--- src/rtl/acc_alu_pkg.sv ---
package acc_alu_pkg;

  typedef enum logic [3:0] {
    OP_ADD  = 4'd0,
    OP_ADC  = 4'd1,
    OP_SUB  = 4'd2,
    OP_SBB  = 4'd3,
    OP_AND  = 4'd4,
    OP_XOR  = 4'd5,
    OP_OR   = 4'd6,
    OP_CMP  = 4'd7,
    OP_RLC  = 4'd8,
    OP_RRC  = 4'd9,
    OP_RAL  = 4'd10,
    OP_RAR  = 4'd11
  } alu_op_e;

  // bit 4 sign, 3 zero, 2 aux carry, 1 parity, 0 carry
  typedef struct packed {
    logic sgn;
    logic zro;
    logic aux;
    logic par;
    logic cry;
  } flags_t;

  typedef struct packed {
    logic upd_szp;
    logic upd_aux;
    logic upd_cry;
  } flag_mask_t;

endpackage

--- src/rtl/acc_alu_core.sv ---
module acc_alu_core
  import acc_alu_pkg::*;
#(
  parameter int unsigned W = 8
) (
  input  logic [W-1:0] act_v,
  input  logic [W-1:0] tmp_v,
  input  logic         cy_in,
  input  logic [3:0]   op_sel,
  output logic [W-1:0] res,
  output flags_t       flg_new,
  output flag_mask_t   flg_mask
);

  localparam int unsigned NIB = 4;

  alu_op_e        op;
  logic           cin_eff;
  logic [W:0]     sum_w;
  logic [W:0]     dif_w;
  logic [NIB:0]   sum_n;
  logic [NIB:0]   dif_n;
  logic           cry_v;
  logic           aux_v;

  assign op = alu_op_e'(op_sel);

  always_comb begin
    cin_eff = ((op == OP_ADC) || (op == OP_SBB)) ? cy_in : 1'b0;
    sum_w = {1'b0, act_v} + {1'b0, tmp_v} + {{W{1'b0}}, cin_eff};
    dif_w = {1'b0, act_v} - {1'b0, tmp_v} - {{W{1'b0}}, cin_eff};
    sum_n = {1'b0, act_v[NIB-1:0]} + {1'b0, tmp_v[NIB-1:0]} + {{NIB{1'b0}}, cin_eff};
    dif_n = {1'b0, act_v[NIB-1:0]} - {1'b0, tmp_v[NIB-1:0]} - {{NIB{1'b0}}, cin_eff};
  end

  always_comb begin
    res      = act_v;
    cry_v    = 1'b0;
    aux_v    = 1'b0;
    flg_mask = '0;
    case (op)
      OP_ADD, OP_ADC: begin
        res      = sum_w[W-1:0];
        cry_v    = sum_w[W];
        aux_v    = sum_n[NIB];
        flg_mask = '{upd_szp: 1'b1, upd_aux: 1'b1, upd_cry: 1'b1};
      end
      OP_SUB, OP_SBB, OP_CMP: begin
        res      = dif_w[W-1:0];
        cry_v    = dif_w[W];
        aux_v    = dif_n[NIB];
        flg_mask = '{upd_szp: 1'b1, upd_aux: 1'b1, upd_cry: 1'b1};
      end
      OP_AND: begin
        res      = act_v & tmp_v;
        flg_mask = '{upd_szp: 1'b1, upd_aux: 1'b1, upd_cry: 1'b1};
      end
      OP_XOR: begin
        res      = act_v ^ tmp_v;
        flg_mask = '{upd_szp: 1'b1, upd_aux: 1'b1, upd_cry: 1'b1};
      end
      OP_OR: begin
        res      = act_v | tmp_v;
        flg_mask = '{upd_szp: 1'b1, upd_aux: 1'b1, upd_cry: 1'b1};
      end
      OP_RLC: begin
        res      = {act_v[W-2:0], act_v[W-1]};
        cry_v    = act_v[W-1];
        flg_mask = '{upd_szp: 1'b0, upd_aux: 1'b0, upd_cry: 1'b1};
      end
      OP_RRC: begin
        res      = {act_v[0], act_v[W-1:1]};
        cry_v    = act_v[0];
        flg_mask = '{upd_szp: 1'b0, upd_aux: 1'b0, upd_cry: 1'b1};
      end
      OP_RAL: begin
        res      = {act_v[W-2:0], cy_in};
        cry_v    = act_v[W-1];
        flg_mask = '{upd_szp: 1'b0, upd_aux: 1'b0, upd_cry: 1'b1};
      end
      OP_RAR: begin
        res      = {cy_in, act_v[W-1:1]};
        cry_v    = act_v[0];
        flg_mask = '{upd_szp: 1'b0, upd_aux: 1'b0, upd_cry: 1'b1};
      end
      default: begin
        res      = act_v;
        flg_mask = '0;
      end
    endcase
  end

  always_comb begin
    flg_new.sgn = res[W-1];
    flg_new.zro = ~|res;
    flg_new.aux = aux_v;
    flg_new.par = ~^res;
    flg_new.cry = cry_v;
  end

endmodule

--- src/rtl/acc_alu_regs.sv ---
module acc_alu_regs
  import acc_alu_pkg::*;
#(
  parameter int unsigned W = 8
) (
  input  logic         clk,
  input  logic         rst_n,
  input  logic         ph2_stb,
  input  logic [W-1:0] bus_in,
  input  logic         act_en,
  input  logic         act_src,
  input  logic         tmp_ld,
  input  logic         tmp_src,
  input  logic         acc_ld,
  input  logic         acc_src,
  input  logic         acc_blk,
  input  logic [W-1:0] alu_res,
  input  logic         flag_ld,
  input  flags_t       flg_new,
  input  flag_mask_t   flg_mask,
  output logic [W-1:0] act_q,
  output logic [W-1:0] tmp_q,
  output logic [W-1:0] acc_q,
  output flags_t       flags_q
);

  logic [W-1:0] act_mux;
  logic [W-1:0] act_hold, act_hold_nxt;
  logic [W-1:0] tmp_nxt;
  logic [W-1:0] acc_nxt;
  flags_t       flags_nxt;
  logic         acc_we;
  logic         tmp_we;
  logic         flg_we;

  // transparent stage emulated with a holding register
  always_comb begin
    act_mux      = act_src ? acc_q : bus_in;
    act_q        = act_en ? act_mux : act_hold;
    act_hold_nxt = act_q;
  end

  always_comb begin
    acc_we    = ph2_stb & acc_ld & ~(acc_src & acc_blk);
    tmp_we    = ph2_stb & tmp_ld;
    flg_we    = ph2_stb & flag_ld;
    acc_nxt   = acc_we ? (acc_src ? alu_res : bus_in) : acc_q;
    tmp_nxt   = tmp_we ? (tmp_src ? acc_q : bus_in) : tmp_q;
    flags_nxt = flags_q;
    if (flg_we) begin
      if (flg_mask.upd_szp) begin
        flags_nxt.sgn = flg_new.sgn;
        flags_nxt.zro = flg_new.zro;
        flags_nxt.par = flg_new.par;
      end
      if (flg_mask.upd_aux) flags_nxt.aux = flg_new.aux;
      if (flg_mask.upd_cry) flags_nxt.cry = flg_new.cry;
    end
  end

  always_ff @(posedge clk or negedge rst_n) begin
    if (!rst_n) begin
      act_hold <= '0;
      tmp_q    <= '0;
      acc_q    <= '0;
      flags_q  <= '0;
    end else begin
      act_hold <= act_hold_nxt;
      tmp_q    <= tmp_nxt;
      acc_q    <= acc_nxt;
      flags_q  <= flags_nxt;
    end
  end

endmodule

--- src/rtl/acc_alu_busdrv.sv ---
module acc_alu_busdrv #(
  parameter int unsigned W = 8
) (
  input  logic         drv_alu,
  input  logic         drv_acc,
  input  logic [W-1:0] alu_res,
  input  logic [W-1:0] acc_q,
  output logic [W-1:0] bus_out,
  output logic         bus_oe
);

  always_comb begin
    bus_oe  = drv_alu | drv_acc;
    bus_out = '0;
    if (drv_alu)      bus_out = alu_res;
    else if (drv_acc) bus_out = acc_q;
  end

endmodule

--- src/rtl/acc_alu_unit.sv ---
module acc_alu_unit
  import acc_alu_pkg::*;
#(
  parameter int unsigned W = 8
) (
  input  logic         clk,
  input  logic         rst_n,
  input  logic         ph2_stb,
  input  logic [W-1:0] bus_in,
  input  logic [3:0]   op_sel,
  input  logic         act_en,
  input  logic         act_src,
  input  logic         tmp_ld,
  input  logic         tmp_src,
  input  logic         acc_ld,
  input  logic         acc_src,
  input  logic         flag_ld,
  input  logic         drv_alu,
  input  logic         drv_acc,
  output logic [W-1:0] alu_res,
  output logic [W-1:0] bus_out,
  output logic         bus_oe,
  output logic [4:0]   flags
);

  logic         rst_s1, rst_sync_n;
  logic [W-1:0] act_q, tmp_q, acc_q;
  flags_t       flags_q, flg_new;
  flag_mask_t   flg_mask;
  logic         acc_blk;

  // asynchronous assert, synchronous release
  always_ff @(posedge clk or negedge rst_n) begin
    if (!rst_n) begin
      rst_s1     <= 1'b0;
      rst_sync_n <= 1'b0;
    end else begin
      rst_s1     <= 1'b1;
      rst_sync_n <= rst_s1;
    end
  end

  assign acc_blk = (op_sel == OP_CMP);

  acc_alu_core #(.W(W)) u_core (
    .act_v    (act_q),
    .tmp_v    (tmp_q),
    .cy_in    (flags_q.cry),
    .op_sel   (op_sel),
    .res      (alu_res),
    .flg_new  (flg_new),
    .flg_mask (flg_mask)
  );

  acc_alu_regs #(.W(W)) u_regs (
    .clk      (clk),
    .rst_n    (rst_sync_n),
    .ph2_stb  (ph2_stb),
    .bus_in   (bus_in),
    .act_en   (act_en),
    .act_src  (act_src),
    .tmp_ld   (tmp_ld),
    .tmp_src  (tmp_src),
    .acc_ld   (acc_ld),
    .acc_src  (acc_src),
    .acc_blk  (acc_blk),
    .alu_res  (alu_res),
    .flag_ld  (flag_ld),
    .flg_new  (flg_new),
    .flg_mask (flg_mask),
    .act_q    (act_q),
    .tmp_q    (tmp_q),
    .acc_q    (acc_q),
    .flags_q  (flags_q)
  );

  acc_alu_busdrv #(.W(W)) u_bus (
    .drv_alu (drv_alu),
    .drv_acc (drv_acc),
    .alu_res (alu_res),
    .acc_q   (acc_q),
    .bus_out (bus_out),
    .bus_oe  (bus_oe)
  );

  assign flags = flags_q;

endmodule

--- config.mk ---
export PLATFORM = sky130hd
export DESIGN_NAME = acc_alu_unit
export DESIGN_NICKNAME = d
export VERILOG_FILES = /design/src/rtl/acc_alu_pkg.sv /design/src/rtl/acc_alu_core.sv /design/src/rtl/acc_alu_regs.sv /design/src/rtl/acc_alu_busdrv.sv /design/src/rtl/acc_alu_unit.sv
export SDC_FILE = /design/constraint.sdc
export NUM_CORES = 1
export LEC_CHECK = 0
export ABC_CLOCK_PERIOD_IN_PS = 3450
export BUFFER_PORTS_ARGS = -buffer_cell sky130_fd_sc_hd__clkbuf_2
export CORE_ASPECT_RATIO = 1.4
export CORE_UTILIZATION = 55
export CTS_BUF_LIST = sky130_fd_sc_hd__clkbuf_4 sky130_fd_sc_hd__clkbuf_8
export DETAILED_ROUTE_END_ITERATION = 16
export MAX_ROUTING_LAYER = met4
export PLACE_DENSITY = 0.8
export SLEW_MARGIN = 20
export SYNTH_ARGS = -nofsm -noshare
export SYNTH_HDL_FRONTEND = slang
export SYNTH_HIERARCHICAL = 1
export SYNTH_SLANG_ARGS = --single-unit
--- constraint.sdc ---
create_clock -name clk -period 3.45 [get_ports clk]
set_clock_uncertainty 0.2 [all_clocks]
set_input_delay 0 -clock clk [delete_from_list [all_inputs] [get_ports clk]]
set_output_delay 0 -clock clk [all_outputs]
set_load 0.005 [all_outputs]
* After elaboration in Yosys (flattened, before gate mapping)
Cells that the tools add are included.
** Storage, ports and cells
- Bits in registers :: 31
- Bits of input ports :: 24
- Output and inout bits :: 22
- Logic and storage cells :: 64
** Cells by class
- Add/subtract/negate cells :: 8
- Equality and inequality tests :: 11
- Multiplexer cells :: 11
- Bitwise logic cells :: 10
- Reductions and logical operators :: 14
** Operator list (count)
- one-hot mux 8 bit (9 select lines) :: 1
- two-way mux 8 bit :: 6
- == test 4 x 3 -> 1 bit (second input constant) :: 4
- == test 4 bit (second input constant) :: 4
- OR reduction 8 bit :: 2
- adder 8 x 8 -> 9 bit :: 1
- adder 9 x 1 -> 9 bit :: 1
- subtractor 8 x 8 -> 9 bit :: 1
- subtractor 9 x 1 -> 9 bit :: 1
- AND 8 bit :: 1
- == test 4 x 2 -> 1 bit (second input constant) :: 2
- bitwise OR 8 bit :: 1
- XNOR reduction 8 bit :: 1
- bitwise XOR 8 bit :: 1
- one-hot mux 3 bit (2 select lines) :: 1
- AND reduction 2 bit :: 3
- OR reduction 2 bit :: 3
- adder 4 x 4 -> 5 bit :: 1
- adder 5 x 1 -> 5 bit :: 1
- AND 1 bit :: 5
- subtractor 4 x 4 -> 5 bit :: 1
- subtractor 5 x 1 -> 5 bit :: 1
- == test 4 x 1 -> 1 bit (second input constant) :: 1
- zero test 4 bit :: 1
- 9 further kinds :: 9

* Longest topological paths before layout
- Depth after elaboration :: 7
- Mapped depth :: 17

* By module
The synthesis kept the hierarchy.
** Modules (own cells, without submodules)
- acc_alu_core :: instances 1, cells an instance 248, area an instance 1794.2 sq um, seq. area each 0.0 sq um
- acc_alu_regs :: instances 1, cells an instance 111, area an instance 1388.8 sq um, seq. area each 725.7 sq um
- acc_alu_busdrv :: instances 1, cells an instance 15, area an instance 108.9 sq um, seq. area each 0.0 sq um
- acc_alu_unit :: instances 1, cells an instance 4, area an instance 63.8 sq um, seq. area each 50.0 sq um

* Worst setup path before layout
OpenSTA, ideal clock, no wires.
- Path type :: register -> register
- From :: reg u_regs.acc_q[0]
- To :: reg, netlist name u_regs/flags_q[1]
- Library setup time :: 125 ps
- Data arrival time :: 3638 ps
- Data required time :: 3125 ps
- Slack :: -513 ps
- Stages on the path, launching flop included :: 15
- Buffers on the path :: 0
- Cell sequence :: dfrtp_1 mux2i_1 a21oi_1 fa_1 inv_1 ha_1 o21ai_1 a32oi_1 mux2_2 a221o_1 a22oi_1 ha_1 xnor2_1 xnor2_1 mux2_2
** RTL lines
- start, declared :: RTL line acc_alu_regs.sv:23 : output logic [W-1:0] acc_q,
- start signal, assigned :: RTL line acc_alu_regs.sv:70 : acc_q <= acc_nxt;

==> flow_summary.yaml <==
run_status:
  status: "finished with violations"
  failed_checks: "setup timing"
finish:
  multiInputGateArea_mm2: 0.00251
  syn2layout_area_growth_pct: 36.0
  post_route_cells_drive_above_1_share: 0.373
  final_nets: 563
  num_antenna_cells: 0
  layout.area.seq_um2: 776
  nFillCells: 396
  final_design_area_no_fill_mm2: 0.00456
  final_core_utilization: 0.778
cts:
  clk_root_buffer_cell: "sky130_fd_sc_hd__clkbuf_8"
  cts_max_level: 2
  path_clk_slew_ns: 0.08
  cts_inserted_buffers: 5
  clk_path_buf_depth: 2
  clk_latency_ns: 0.29
  cts_tree: "done"
  cts_num_sinks: 31
worst_setup_path:
  worst_ep_arrival_ns: 3.75
  cpPeakStageDelay_ns: 0.41
  cp_data_required_time_ns: 3.42
  critical_path.reg2reg.endpoint: "u_regs/flags_q[1]"
  setup_slack_reg_to_reg_ns: -0.33
  worst_setup_path_start_kind: "register"
  cp_common_cell: "sky130_fd_sc_hd__xnor2_1"
  cp_cell_sequence: "mux2i_2 -> a21oi_2 -> buf_4 -> fa_2 -> ha_4 -> o21ai_4 -> a32oi_2 -> mux2_4 -> a221o_1 -> a22oi_2 -> ha_1 -> xnor2_1 -> xnor2_1 -> mux2_2"
  cp_num_buf_inv: 1
  critPathCaptureType: "register"
  timing.rr.start: "u_regs/acc_q[0]"
  worst_r2r_path_depth: 14
  cp_top_family: "adder cells"
  worst-path-max-fanout: 3
  cp_slowest_cell: "sky130_fd_sc_hd__fa_2"
  timing_worst_setup_path_type: "reg -> reg"
die:
  floorplan.die.height_um: 94.4
  die_w_um: 68.0
  design.portCount: 46
  core-area_mm2: 0.00586
  initial_core_util: 0.572
  std_cell_rows: 33
  die_area_mm2: 0.00642
place:
  globalplace.congestion: 1.03
  placement.setup.worst_slack_ns: -0.304
  detailedPlacementHpwl_um: 8340
  post_dp_cell_area_mm2: 0.00411
  port_buffers: 45
power_and_ir_drop:
  power_frac_clock: 0.113
  p_int_w: 0.00159
  power.switching_fraction: 0.412
  net-switching-power_w: 0.00111
  power.share.combinational: 0.702
  post-layout-total-power_w: 0.00271
  leakagePower_nw: 2.26
  power.sequential.fraction: 0.185
  vdd.ir_drop.worst_v: 0.000400
  pwr_density_cell_mw_per_mm2: 593
drt:
  drt-wirelength-per-cell_um: 20.6
  drt_pass1_iterations: 5
  routed_via_density: 6.24
  detailedRoute.firstIterationViolations: 269
  detailroute.via_count: 3562
  route.antenna.remaining_nets: 0
  drc: 0
  totalWireLength_um: 11800
synth:
  synth.top_cells.by_count: "34 x sky130_fd_sc_hd__ha_1, 32 x sky130_fd_sc_hd__nor2_1, 31 x sky130_fd_sc_hd__dfrtp_1, 31 x sky130_fd_sc_hd__inv_1, 27 x sky130_fd_sc_hd__a21oi_1"
  synth-seq-area-share: 0.231
  synth_top_cells_by_area: "sky130_fd_sc_hd__dfrtp_1 23%, sky130_fd_sc_hd__ha_1 13%, sky130_fd_sc_hd__mux2i_1 6.3%"
  post_synth_num_cell_types: 65
  syn-cell-area_mm2: 0.00336
  post_synth_inst_count: 378
  synth-edff-count: 0
  synth_warnings: 6
  synth-main-ff-cell: "sky130_fd_sc_hd__dfrtp_1"
  async_reset_ff_frac: 1.00
  netlist.top_cell.by_area: "sky130_fd_sc_hd__dfrtp_1"
  synth.ff_latch_count: 31
  yosys.cell_count.top_type: "sky130_fd_sc_hd__ha_1"
  synthesis.nets: 440
  syn-mean-instance-area_um2: 8.88
  yosys.area.top_type_share: 0.231
worst_hold_path:
  min_path_type: "in -> reg"
  hold_end: "u_regs/act_hold[5]"
  min_path_cells: 4
  worstHoldStart: "bus_in[5]"
grt:
  antenna_found_initial: 0
  global_route.overflow_total: 0
  grt_start_max_net_pins: 30
  grt_usage: 0.396
  global_route_wire_length_before_repair_um: 18200
  via_count_of_the_first_global_routing_pass: 3703
timing:
  fin_crit_ns: 3.78
  finalHoldViolations: 0
  post_route_setup_tns_ns: -1.91
  timing.final.crit_share: 1.10
  achievable-frequency_mhz: 264
  worst-slew-pin-transition_ns: 0.669
  postLayoutSetupSlackWorst_ns: -0.332
  slew_violations: 0
  rsz_0062_raised_after_global_routing: "true"
  slew_headroom: 0.554
  setup_viol_count_final: 14
flow_run:
  cap_violations: 0
## registers in the layout (all words and copies together) (netlist names)
signal,cells
u_regs/flags_q,5
u_regs/act_hold,8
rst_s1,1
rst_sync_n,1
u_regs/tmp_q,8
u_regs/acc_q,8
## worst max-delay path by stage
stage                          startpoint                end  slack (ns)  cells past startpoint
after floorplan           u_regs/acc_q[0]  u_regs/flags_q[1]       -0.21                     14
after global placement    u_regs/acc_q[0]  u_regs/flags_q[1]       -0.24                     13
after detailed placement  u_regs/acc_q[0]  u_regs/flags_q[1]       -0.30                     13
after CTS                 u_regs/acc_q[0]  u_regs/flags_q[1]       -0.25                     14
after global routing      u_regs/acc_q[0]  u_regs/flags_q[1]       -0.42                     14
final                     u_regs/acc_q[0]  u_regs/flags_q[1]       -0.33                     14
## cells by family (layout without fill, tap and decap cells)
kind of cell             Yosys count  in the layout  synth area share
multiplexers                      46             46             0.157
AO/OA/AOI/OAI                    102            102             0.211
buffers and inverters             52            175            0.0746
XOR/XNOR                          11             11            0.0287
adder cells (fa/ha/maj)           38             38             0.151
other                              1              1           0.00112
flip-flops                        31             31             0.231
AND/OR/NAND/NOR                   97             97             0.146
## power groups by stage
stage                     registers (W)  clock network, W  logic [W]
after CTS                      0.000498          0.000302    0.00174
after global routing           0.000508          0.000325    0.00203
after floorplan                0.000510                 0   0.000972
after detailed placement       0.000503                 0    0.00161
final                          0.000501          0.000305    0.00190
after global placement         0.000497                 0    0.00157
## per-stage QoR
step,std cells,hold slack (ns)
after floorplan,378,-0.496
after global placement,543,-0.416
after detailed placement,543,-0.405
after CTS,568,0.0202
after global routing,571,0.0642
final,571,0.0350
## tightest hold or removal path: stages
cell and delay, ns:
sky130_fd_sc_hd__clkbuf_2 0.09, sky130_fd_sc_hd__mux2i_1 0.08, sky130_fd_sc_hd__a21oi_2 0.16, sky130_fd_sc_hd__buf_4 0.15
## routing by layer
metal / track usage / wire [µm]
met2: 0.643 / 5810
met4: 0.236 / 718
met1: 0.443 / 4530
met5: - / 0
met3: 0.0688 / 699
## layout by cell type, fill, tap and decap left out, types with 10 or more instances in the layout
| cell | synthesis | final |
|---|---|---|
| sky130_fd_sc_hd__inv_1 | 31 | 30 |
| sky130_fd_sc_hd__ha_1 | 34 | 30 |
| sky130_fd_sc_hd__clkbuf_2 | 1 | 42 |
| sky130_fd_sc_hd__nand2_1 | 19 | 18 |
| sky130_fd_sc_hd__dlygate4sd3_1 | 0 | 14 |
| sky130_fd_sc_hd__mux2i_1 | 21 | 20 |
| sky130_fd_sc_hd__a21oi_1 | 27 | 22 |
| sky130_fd_sc_hd__nor2_1 | 32 | 31 |
| sky130_fd_sc_hd__dfrtp_1 | 31 | 31 |
| sky130_fd_sc_hd__mux2_2 | 15 | 10 |
| sky130_fd_sc_hd__mux2_4 | 9 | 14 |
| sky130_fd_sc_hd__buf_4 | 5 | 74 |
## final cells by class
class / count / share of cell area
clock buffer: 6 / 0.0181
clock inverter: 1 / 0.00110
inverter: 31 / 0.0255
multi-input combinational: 295 / 0.550
sequential: 31 / 0.170
tap: 70 / 0.0192
timing repair buffer: 137 / 0.216
## repair_timing
| action | CTS | global route |
|---|---|---|
| setup buffers | 4 | 4 |
| gates resized for setup | 21 | 17 |
| endpoints found under the hold margin | 23 | 0 |
| pin swaps | 13 | 14 |
| setup endpoints to repair | 15 | 19 |
| hold buffers | 14 | 0 |
Note: power is estimated with default switching activity, not from simulation.
